--- config.mk ---
export PLATFORM = sky130hd
export DESIGN_NAME = shunt_autorange
export DESIGN_NICKNAME = d
export VERILOG_FILES = /design/src/rtl/autorange_pkg.sv /design/src/rtl/ar_sync.sv /design/src/rtl/ar_holdoff.sv /design/src/rtl/ar_range_fsm.sv /design/src/rtl/shunt_autorange.sv
export SDC_FILE = /design/constraint.sdc
export NUM_CORES = 1
export LEC_CHECK = 0
export BUFFER_PORTS_ARGS = -buffer_cell sky130_fd_sc_hd__buf_2
export CORE_ASPECT_RATIO = 0.5
export CORE_MARGIN = 3
export CORE_UTILIZATION = 35
export CTS_CLUSTER_SIZE = 40
export DETAILED_ROUTE_END_ITERATION = 8
export SYNTH_ARGS = -nofsm -noshare
export SYNTH_HDL_FRONTEND = slang
export SYNTH_SLANG_ARGS = --single-unit
--- constraint.sdc ---
create_clock -name clk -period 4.3 [get_ports clk]
set_input_delay 0.43 -clock clk [delete_from_list [all_inputs] [get_ports clk]]
set_output_delay 0.43 -clock clk [all_outputs]
set_load 0.01 [all_outputs]
--- src/rtl/autorange_pkg.sv ---
package autorange_pkg;

   typedef enum logic [1:0] {
      RNG_HI_OHM  = 2'd0,
      RNG_MID_OHM = 2'd1,
      RNG_LO_OHM  = 2'd2
   } range_t;

   // returns {small_on, mid_on} for a legal range
   function automatic logic [1:0] range_to_sw(range_t r);
      logic [1:0] sw;
      case (r)
         RNG_LO_OHM:  sw = 2'b11;
         RNG_MID_OHM: sw = 2'b01;
         default:     sw = 2'b00;
      endcase
      return sw;
   endfunction

endpackage

--- src/rtl/ar_sync.sv ---
module ar_sync #(
   parameter int W      = 3,
   parameter int STAGES = 2
) (
   input  logic         clk,
   input  logic         rst_n,
   input  logic [W-1:0] d,
   output logic [W-1:0] q
);
   logic [STAGES-1:0][W-1:0] chain;

   always_ff @(posedge clk or negedge rst_n) begin
      if (!rst_n) chain[0] <= '0;
      else        chain[0] <= d;
   end

   for (genvar s = 1; s < STAGES; s++) begin : g_stage
      always_ff @(posedge clk or negedge rst_n) begin
         if (!rst_n) chain[s] <= '0;
         else        chain[s] <= chain[s-1];
      end
   end

   assign q = chain[STAGES-1];
endmodule

--- src/rtl/ar_holdoff.sv ---
module ar_holdoff #(
   parameter int HOLD_W = 16
) (
   input  logic              clk,
   input  logic              rst_n,
   input  logic              load,
   input  logic              clear,
   input  logic [HOLD_W-1:0] load_val,
   output logic [HOLD_W-1:0] cnt,
   output logic              busy
);
   always_ff @(posedge clk or negedge rst_n) begin
      if (!rst_n)          cnt <= '0;
      else if (load)       cnt <= load_val;
      else if (clear)      cnt <= '0;
      else if (cnt != '0)  cnt <= cnt - 1'b1;
   end

   assign busy = (cnt != '0);
endmodule

--- src/rtl/ar_range_fsm.sv ---
module ar_range_fsm
   import autorange_pkg::*;
#(
   parameter int RST_RANGE = 2
) (
   input  logic   clk,
   input  logic   rst_n,
   input  logic   above_s,
   input  logic   below_s,
   input  logic   burden_s,
   input  logic   ovr_en,
   input  logic   ovr_small_on,
   input  logic   ovr_mid_on,
   input  logic   hold_busy,
   output range_t range_q,
   output logic   sw_small_q,
   output logic   sw_mid_q,
   output logic   hold_load,
   output logic   hold_clear
);
   localparam range_t RST_R = range_t'(RST_RANGE);
   localparam logic [1:0] RST_SW = range_to_sw(RST_R);

   range_t     range_d;
   logic [1:0] sw_d;

   always_comb begin
      range_d    = range_q;
      sw_d       = {sw_small_q, sw_mid_q};
      hold_load  = 1'b0;
      hold_clear = 1'b0;
      if (burden_s) begin
         range_d   = RNG_LO_OHM;
         sw_d      = 2'b11;
         hold_load = 1'b1;
      end else if (ovr_en) begin
         sw_d       = {ovr_small_on, ovr_mid_on};
         hold_clear = 1'b1;
         if (ovr_small_on)    range_d = RNG_LO_OHM;
         else if (ovr_mid_on) range_d = RNG_MID_OHM;
         else                 range_d = RNG_HI_OHM;
      end else begin
         if (!hold_busy) begin
            if (above_s) begin
               if (range_q != RNG_LO_OHM) range_d = range_t'(range_q + 2'd1);
            end else if (below_s) begin
               if (range_q != RNG_HI_OHM) range_d = range_t'(range_q - 2'd1);
            end
         end
         sw_d      = range_to_sw(range_d);
         hold_load = (range_d != range_q);
      end
   end

   always_ff @(posedge clk or negedge rst_n) begin
      if (!rst_n) begin
         range_q    <= RST_R;
         sw_small_q <= RST_SW[1];
         sw_mid_q   <= RST_SW[0];
      end else begin
         range_q    <= range_d;
         sw_small_q <= sw_d[1];
         sw_mid_q   <= sw_d[0];
      end
   end
endmodule

--- src/rtl/shunt_autorange.sv ---
module shunt_autorange
   import autorange_pkg::*;
#(
   parameter int SYNC_STAGES = 2,
   parameter int HOLD_W      = 16,
   parameter int RST_RANGE   = 2
) (
   input  logic              clk,
   input  logic              rst_n,
   input  logic              cmp_above,
   input  logic              cmp_below,
   input  logic              cmp_burden,
   input  logic [HOLD_W-1:0] hold_cycles,
   input  logic              ovr_en,
   input  logic              ovr_small_on,
   input  logic              ovr_mid_on,
   output logic              gate_small_n,
   output logic              gate_mid_n,
   output logic [1:0]        range_code
);
   localparam int NFLAG = 3;

   if (SYNC_STAGES < 2) begin : g_bad_sync
      $error("SYNC_STAGES must be at least 2");
   end
   if (HOLD_W < 1 || HOLD_W > 32) begin : g_bad_hold
      $error("HOLD_W must lie in 1..32");
   end
   if (RST_RANGE < 0 || RST_RANGE > 2) begin : g_bad_rst
      $error("RST_RANGE must lie in 0..2");
   end

   logic [NFLAG-1:0] flags_s;
   logic             above_s, below_s, burden_s;
   logic [HOLD_W-1:0] hold_cnt;
   logic             hold_busy, hold_load, hold_clear;
   logic             sw_small_q, sw_mid_q;
   range_t           range_q;

   ar_sync #(.W(NFLAG), .STAGES(SYNC_STAGES)) i_sync (
      .clk   (clk),
      .rst_n (rst_n),
      .d     ({cmp_burden, cmp_above, cmp_below}),
      .q     (flags_s)
   );
   assign {burden_s, above_s, below_s} = flags_s;

   ar_holdoff #(.HOLD_W(HOLD_W)) i_hold (
      .clk      (clk),
      .rst_n    (rst_n),
      .load     (hold_load),
      .clear    (hold_clear),
      .load_val (hold_cycles),
      .cnt      (hold_cnt),
      .busy     (hold_busy)
   );

   ar_range_fsm #(.RST_RANGE(RST_RANGE)) i_fsm (
      .clk          (clk),
      .rst_n        (rst_n),
      .above_s      (above_s),
      .below_s      (below_s),
      .burden_s     (burden_s),
      .ovr_en       (ovr_en),
      .ovr_small_on (ovr_small_on),
      .ovr_mid_on   (ovr_mid_on),
      .hold_busy    (hold_busy),
      .range_q      (range_q),
      .sw_small_q   (sw_small_q),
      .sw_mid_q     (sw_mid_q),
      .hold_load    (hold_load),
      .hold_clear   (hold_clear)
   );

   assign gate_small_n = ~sw_small_q;
   assign gate_mid_n   = ~sw_mid_q;
   assign range_code   = range_q;
endmodule

==> summary.txt, run 1 <==
Outcome
  – Outcome: finished clean

Drt
  – DRC: 0
  – First drt pass iteration count: 4
  – Post-Route WL: 3.19 mm
  – Vias: 1171
  – Wire length per cell: 14.0 µm
  – Routed Antenna Nets: 0
  – Vias per inst: 5.14
  – Initial DRC count: 59

STA
  – Slew @ Worst Pin: 0.716 ns
  – Slew headroom: 52.3%
  – Final setup fails: 0
  – Final Cycle Share: 59.8%
  – Clock Skew: 0.00331 ns
  – FMAX: 0.389 GHz
  – Setup tns final: 0 ns
  – Worst hold margin: 0.152 ns
  – Final max-slew violation count: 0
  – Minimum clock period: 2.57 ns
  – Final Hold Fails: 0
  – RSZ-0062 raised after global routing: false

Logic synthesis
  – Post-synth ARST share: 100%
  – Cell variety after synth: 53
  – Avg Inst Size Synth: 10.9 µm²
  – Synth top cells by count: dfrtp_1, nand2_1, xor2_1
  – Seq cells post-synth: 26
  – Top_reg_cell synth: dfrtp_1
  – Top-count cell post-synth: dfrtp_1
  – Cells after Synth: 149
  – Synth area leaders: dfrtp_1, o2bb2ai_2, xor2_1
  – Largest area contributor in the netlist: dfrtp_1
  – Sequential fraction of the synthesis area: 40.4%
  – Yosys top cell area share: 35.5%
  – EDFF count, synth: 0
  – Synthesized area: 0.00162 mm²
  – Post-synthesis net count: 179
  – Yosys warnings: 0

Placed design
  – Placed Area: 0.00177 mm²
  – HPWL after detailed placement: 2.40 mm
  – Routability cong.: 0.780
  – PortBufs: 27

Hold path
  – Hold Crit Class: in2async

Power and ir drop
  – Int Pwr: 0.000398 W
  – Clk pwr share: 28.1%
  – Lkg Pwr: 0.812 nW
  – Switching share of power: 28.6%
  – Reg power frac: 51.6%
  – P_sw: 0.000160 W
  – PD cells: 306 mW/mm²
  – VDD IR max: 0.000134 V
  – Comb pwr share: 20.3%

Clock network
  – # resized after CTS: 0
  – Cts hold-fix bufs: 0
  – H-Tree Depth: 1
  – CTS Buf Count: 3
  – Clock root buffer: clkbuf_8
  – Reg clk slew, reported paths: 0.09 ns
  – CTS tree: built
  – # Post-CTS Setup Buffers: 0
  – Clock latency on the worst-skew pair: 0.27 ns
  – Max clock buf depth: 2
  – Num Clock Sinks: 26

Setup path
  – CP required: 4.46 ns
  – Crit path launch type: flip-flop
  – Critical path class: reg2reg
  – FF-to-FF Start: i_fsm.range_q[1]
  – CP Capture Type: flip-flop
  – Crit path max fanout: 14
  – Worst setup path startpoint: i_fsm.range_q[1]
  – Crit path DAT: 2.73 ns

Global routing
  – Pin count of the biggest net entering global routing: 27
  – Initial antenna violation count: 0
  – Grt ovf: 0
  – Vias in the first global route: 1125
  – Global-route wire length before repair: 5.26 mm
  – Total track usage: 12.4%

Floorplanning
  – Die Wd: 102 µm
  – Total core area: 0.00416 mm²
  – Die ar.: 0.00553 mm²
  – Top Ports: 28
  – Die Y: 54.1 µm
  – Std cell rows: 16
  – Initial Util: 38.9%

Cells and area
  – Antenna diodes: 0
  – Area grow syn2layout: 12.5%
  – Layout cells sized above 1: 33.3%
  – Fillers: 399
  – Nets: 205
  – Final Instance Area: 0.00182 mm²

Job
  – Max-cap viol count: 0
## cell type report
| type | count | area (µm²) | share of cell area, % |
|---|---|---|---|
| Tap cell | 54 | 67.6 | 3.71 |
| Clock buffer | 4 | 55.1 | 3.02 |
| Sequential cell | 26 | 654 | 35.9 |
| Multi-Input combinational cell | 107 | 872 | 47.9 |
| Inverter | 10 | 37.5 | 2.06 |
| Timing Repair Buffer | 27 | 135 | 7.42 |
## power groups by stage
stage	Clock, W	Combinational, W	Sequential, W
global placement	0	0.000112	0.000292
global route	0.000171	0.000128	0.000291
detailed placement	0	0.000114	0.000293
finish	0.000157	0.000113	0.000288
floorplan	0	0.0000847	0.000288
CTS	0.000165	0.000115	0.000288
## sequential cells by signal, summed over array words and instances (netlist names)
name,cells
i_sync.q,3
i_fsm.sw_mid_q,1
i_sync.chain,3
i_fsm.sw_small_q,1
i_fsm.range_q,2
i_hold.cnt,16
## path summary, 6_finish.rpt
| path | slack (ns) | depth (start not counted) | end |
|---|---|---|---|
| min | 0.15 | 1 | i_sync.chain[2] |
| max | 1.73 | 7 | i_hold.cnt[10] |
| max in group asynchronous | 3.77 | 1 | i_hold.cnt[9] |
| max reg2reg | 1.73 | 7 | i_hold.cnt[10] |
| min in group clk | 0.26 | 1 | i_sync.chain[2] |
| min reg2reg | 0.35 | 0 | i_sync.q[2] |
## critical path, cell delays in order, from the launching register on
cell and delay, ns:
dfstp_2 0.61, inv_1 0.06, ha_1 0.30, xor2_1 0.17, o21ai_1 0.25, a211oi_2 0.12
or2_1 0.49, o32a_2 0.47
## through the flow
step	setup slack, ns	cells	util, %	total power (W)
2_1_floorplan	2.09	149	-	0.000373
3_3_place_gp	1.80	224	42.4	0.000404
3_5_place_dp	1.72	224	42.4	0.000407
4_1_cts	1.72	228	43.8	0.000568
5_1_grt	1.60	228	43.8	0.000590
6_report	1.73	228	43.8	0.000558
## cells by family (layout without fill, tap and decap cells)
| group | after synthesis | after routing | synth area share, % |
|---|---|---|---|
| AO/OA/AOI/OAI | 42 | 42 | 24.4 |
| XOR/XNOR | 13 | 13 | 7.03 |
| adder cells (fa/ha/maj) | 6 | 6 | 4.64 |
| buffers and inverters | 16 | 41 | 5.72 |
| flip-flops | 26 | 26 | 40.4 |
| multiplexers | 1 | 1 | 0.618 |
| AND/OR/NAND/NOR | 45 | 45 | 17.2 |
## routing by layer
layer	vias up	GRT usage [%]	part of all wire (%)
li1	586	-	-
met1	564	16.1	49
met2	19	21.5	47
met3	2	3.62	3.6
met4	0	1.31	0.75
met5	-	0	0
## placed cells by master (no fill, tap or decap), drive strengths merged, types with 4 or more instances in the layout
cell,n
buf,27
dfrtp,23
nand2,16
xor2,11
inv,10
o2bb2ai,10
nor2,8
a21oi,6
ha,6
clkbuf,4
nor4,4
o21ai,4
(Power assumes the default switching activity.)
==> run 2: changes to the inputs <==
- ABC_AREA: not set -> 1
- clock period: 4.3 -> 2.3 ns (I/O delays scaled with it)
==> summary.txt, run 2 <==
Logic synthesis
  – Yosys top cell area share: 33.0%
  – Yosys warnings: 0
  – Seq cells post-synth: 26
  – Post-Synth Adder-Cell Area: 4.30%
  – Post-synthesis net count: 265
  – Cell variety after synth: 30
  – Largest area contributor in the netlist: dfrtp_1
  – Main combinational cell family by area after synthesis: simple AND/OR/NAND/NOR gates
  – Synthesized area: 0.00175 mm²
  – Xor/xnor cell area share of the yosys netlist: 5.02%
  – Synth top cells by count: nand2_1, nor2_1, inv_1
  – EDFF count, synth: 0
  – Avg Inst Size Synth: 7.43 µm²
  – Top_reg_cell synth: dfrtp_1
  – Cells after Synth: 235
  – Post-synth ARST share: 100%
  – Sequential fraction of the synthesis area: 37.5%
  – Fraction of synthesized area in multiplexers: 0%
  – Synth Area in Simple Gates: 37.2%
  – Top-count cell post-synth: nand2_1
  – Synth Area in Compound Gates: 8.03%
  – Synth area leaders: dfrtp_1, nand2_1, nor2_1

Clock network
  – Clock latency on the worst-skew pair: 0.28 ns
  – Max clock buf depth: 2
  – H-Tree Depth: 1
  – CTS Buf Count: 3
  – Reg clk slew, reported paths: 0.10 ns
  – Num Clock Sinks: 26
  – CTS tree: built
  – Clock root buffer: clkbuf_8

STA
  – Final max-slew violation count: 0
  – Final Hold Fails: 0
  – RSZ-0062 raised after global routing: false
  – Slew headroom: 59.6%
  – Worst hold margin: 0.0478 ns
  – Final setup fails: 0
  – Slew @ Worst Pin: 0.605 ns
  – Clock Skew: 0.00681 ns
  – Final Cycle Share: 94.1%
  – Setup tns final: 0 ns
  – FMAX: 0.462 GHz
  – Minimum clock period: 2.16 ns

Drt
  – First drt pass iteration count: 4
  – Routed Antenna Nets: 0
  – DRC: 0
  – Initial DRC count: 111
  – Vias: 1601
  – Post-Route WL: 4.05 mm
  – Vias per inst: 4.84
  – Wire length per cell: 12.2 µm

Placed design
  – Placed Area: 0.00195 mm²
  – PortBufs: 27
  – HPWL after detailed placement: 3.09 mm
  – Routability cong.: 0.848

Floorplanning
  – Std cell rows: 17
  – Top Ports: 28
  – Die Wd: 106 µm
  – Initial Util: 38.0%
  – Total core area: 0.00459 mm²
  – Die ar.: 0.00592 mm²
  – Die Y: 55.9 µm

Power and ir drop
  – PD cells: 619 mW/mm²
  – P_sw: 0.000396 W
  – Switching share of power: 31.4%
  – Total power: 0.00126 W
  – VDD IR max: 0.000267 V
  – Int Pwr: 0.000865 W
  – Clk pwr share: 30.9%
  – Lkg Pwr: 1.04 nW
  – Comb pwr share: 24.6%
  – Reg power frac: 44.5%

Cells and area
  – Core Util, Final: 44.4%
  – Antenna diodes: 0
  – Area grow syn2layout: 16.8%
  – Final Instance Area: 0.00204 mm²
  – Nets: 296
  – Largest Register: i_hold.cnt
  – Commonest non-fill, non-tap cell in the layout: nand2_1
  – Layout cells sized above 1: 19.2%
  – Most frequent cells in the layout: nand2_1, nor2_1, buf_2
  – Max FFs per register: 16

Global routing
  – Grt ovf: 0
  – Initial antenna violation count: 0
  – Total track usage: 13.6%
  – Global-route wire length before repair: 6.58 mm
  – Vias in the first global route: 1425
  – Pin count of the biggest net entering global routing: 27

Setup path
  – R2R Setup Slk: 0.14 ns
  – FF-to-FF Start: i_fsm.range_q[1]
  – Critical path class: reg2reg
  – CP required: 2.46 ns
  – Cells on worst reg2reg path: 10
  – Crit path launch type: flip-flop
  – Crit path max fanout: 8
  – Crit path DAT: 2.33 ns
  – CP Capture Type: flip-flop
  – Worst r2r dst: i_hold.cnt[4]

Job
  – Max-cap viol count: 0

Hold path
  – Hold Path Origin: cmp_burden
  – Hold endpoint: i_sync.chain[2]
  – Worst Hold Path Cells: 1
  – Hold Crit Class: in2reg

Outcome
  – Outcome: finished clean
[run 2: changes by cell type after synthesis, moves of 5 or more]
cell,change
o2bb2ai_2,-10
nand3_1,+17
nor2_1,+24
inv_1,+16
a21oi_1,+5
nand3b_1,+5
nor2_4,+5
o21ai_0,+7
nand4_1,+9
nand2_1,+35
[run 2: worst max path at each step]
| stage | from | end | slack (ns) | cells past startpoint |
|---|---|---|---|---|
| 6_report | i_fsm.range_q[1] | i_hold.cnt[4] | 0.14 | 10 |
| 5_1_grt | i_fsm.range_q[1] | i_hold.cnt[12] | 0.03 | 11 |
| 4_1_cts | i_fsm.range_q[1] | i_hold.cnt[13] | 0.14 | 11 |
| 3_5_place_dp | i_fsm.range_q[1] | i_hold.cnt[13] | 0.18 | 11 |
| 3_3_place_gp | i_fsm.range_q[1] | i_hold.cnt[5] | 0.20 | 10 |
| 2_1_floorplan | i_fsm.range_q[1] | i_hold.cnt[6] | 0.40 | 12 |
[run 2: area by class of cell]
cell class              count  area, µm²
clock buffers               3       41.3
inverters                  29        109
repair buffers             30        160
fillers                   493       2560
well taps                  66       82.6
flip-flops and latches     26        654
multi-input cells         176        961
clock inverters             1       30.0
[run 2: power by group through the flow]
stage | clock, W | combinational [W] | sequential, W
after detailed placement | 0 | 0.000305 | 0.000568
after floorplan | 0 | 0.000231 | 0.000557
after CTS | 0.000396 | 0.000310 | 0.000560
after global placement | 0 | 0.000303 | 0.000567
final | 0.000390 | 0.000310 | 0.000561
after global routing | 0.000415 | 0.000354 | 0.000569
[run 2: worst max-delay path, cell delays in order, from the launching register on]
cell	delay, ns
dfstp_2	0.60
inv_1	0.09
ha_1	0.30
nand2_1	0.06
nand2_1	0.06
nand4_1	0.07
nand2_1	0.08
nor2_4	0.24
nand4_1	0.27
inv_1	0.21
a21oi_1	0.07
[run 2: repair_timing]
| item | CTS | global route |
|---|---|---|
| hold buffers | 1 | 0 |
| hold endpoints to repair | 23 | 0 |
| setup buffers | 0 | 0 |
| endpoints found under the setup margin | 0 | 16 |
| gates resized for setup | 0 | 2 |
[run 2: per-layer routing]
layer  vias up  GRT usage, %  routed length, µm
li1        826             -                  -
met1       738          19.4               1970
met2        35          20.9               1780
met3         2          3.82                281
met4         0          2.21                 17
met5         -             0                  0
[run 2: through the flow]
step	setup slack [ns]	instances
2_1_floorplan	0.398	235
4_1_cts	0.142	331
5_1_grt	0.0280	331
6_report	0.137	331
3_3_place_gp	0.198	326
3_5_place_dp	0.181	326
[run 2: cell families after synthesis]
| kind of cell | Yosys count |
|---|---|
| flops | 26 |
| fa+ha+maj | 6 |
| compound gates | 26 |
| simple gates | 134 |
| buf+inv | 33 |
| xor+xnor | 10 |
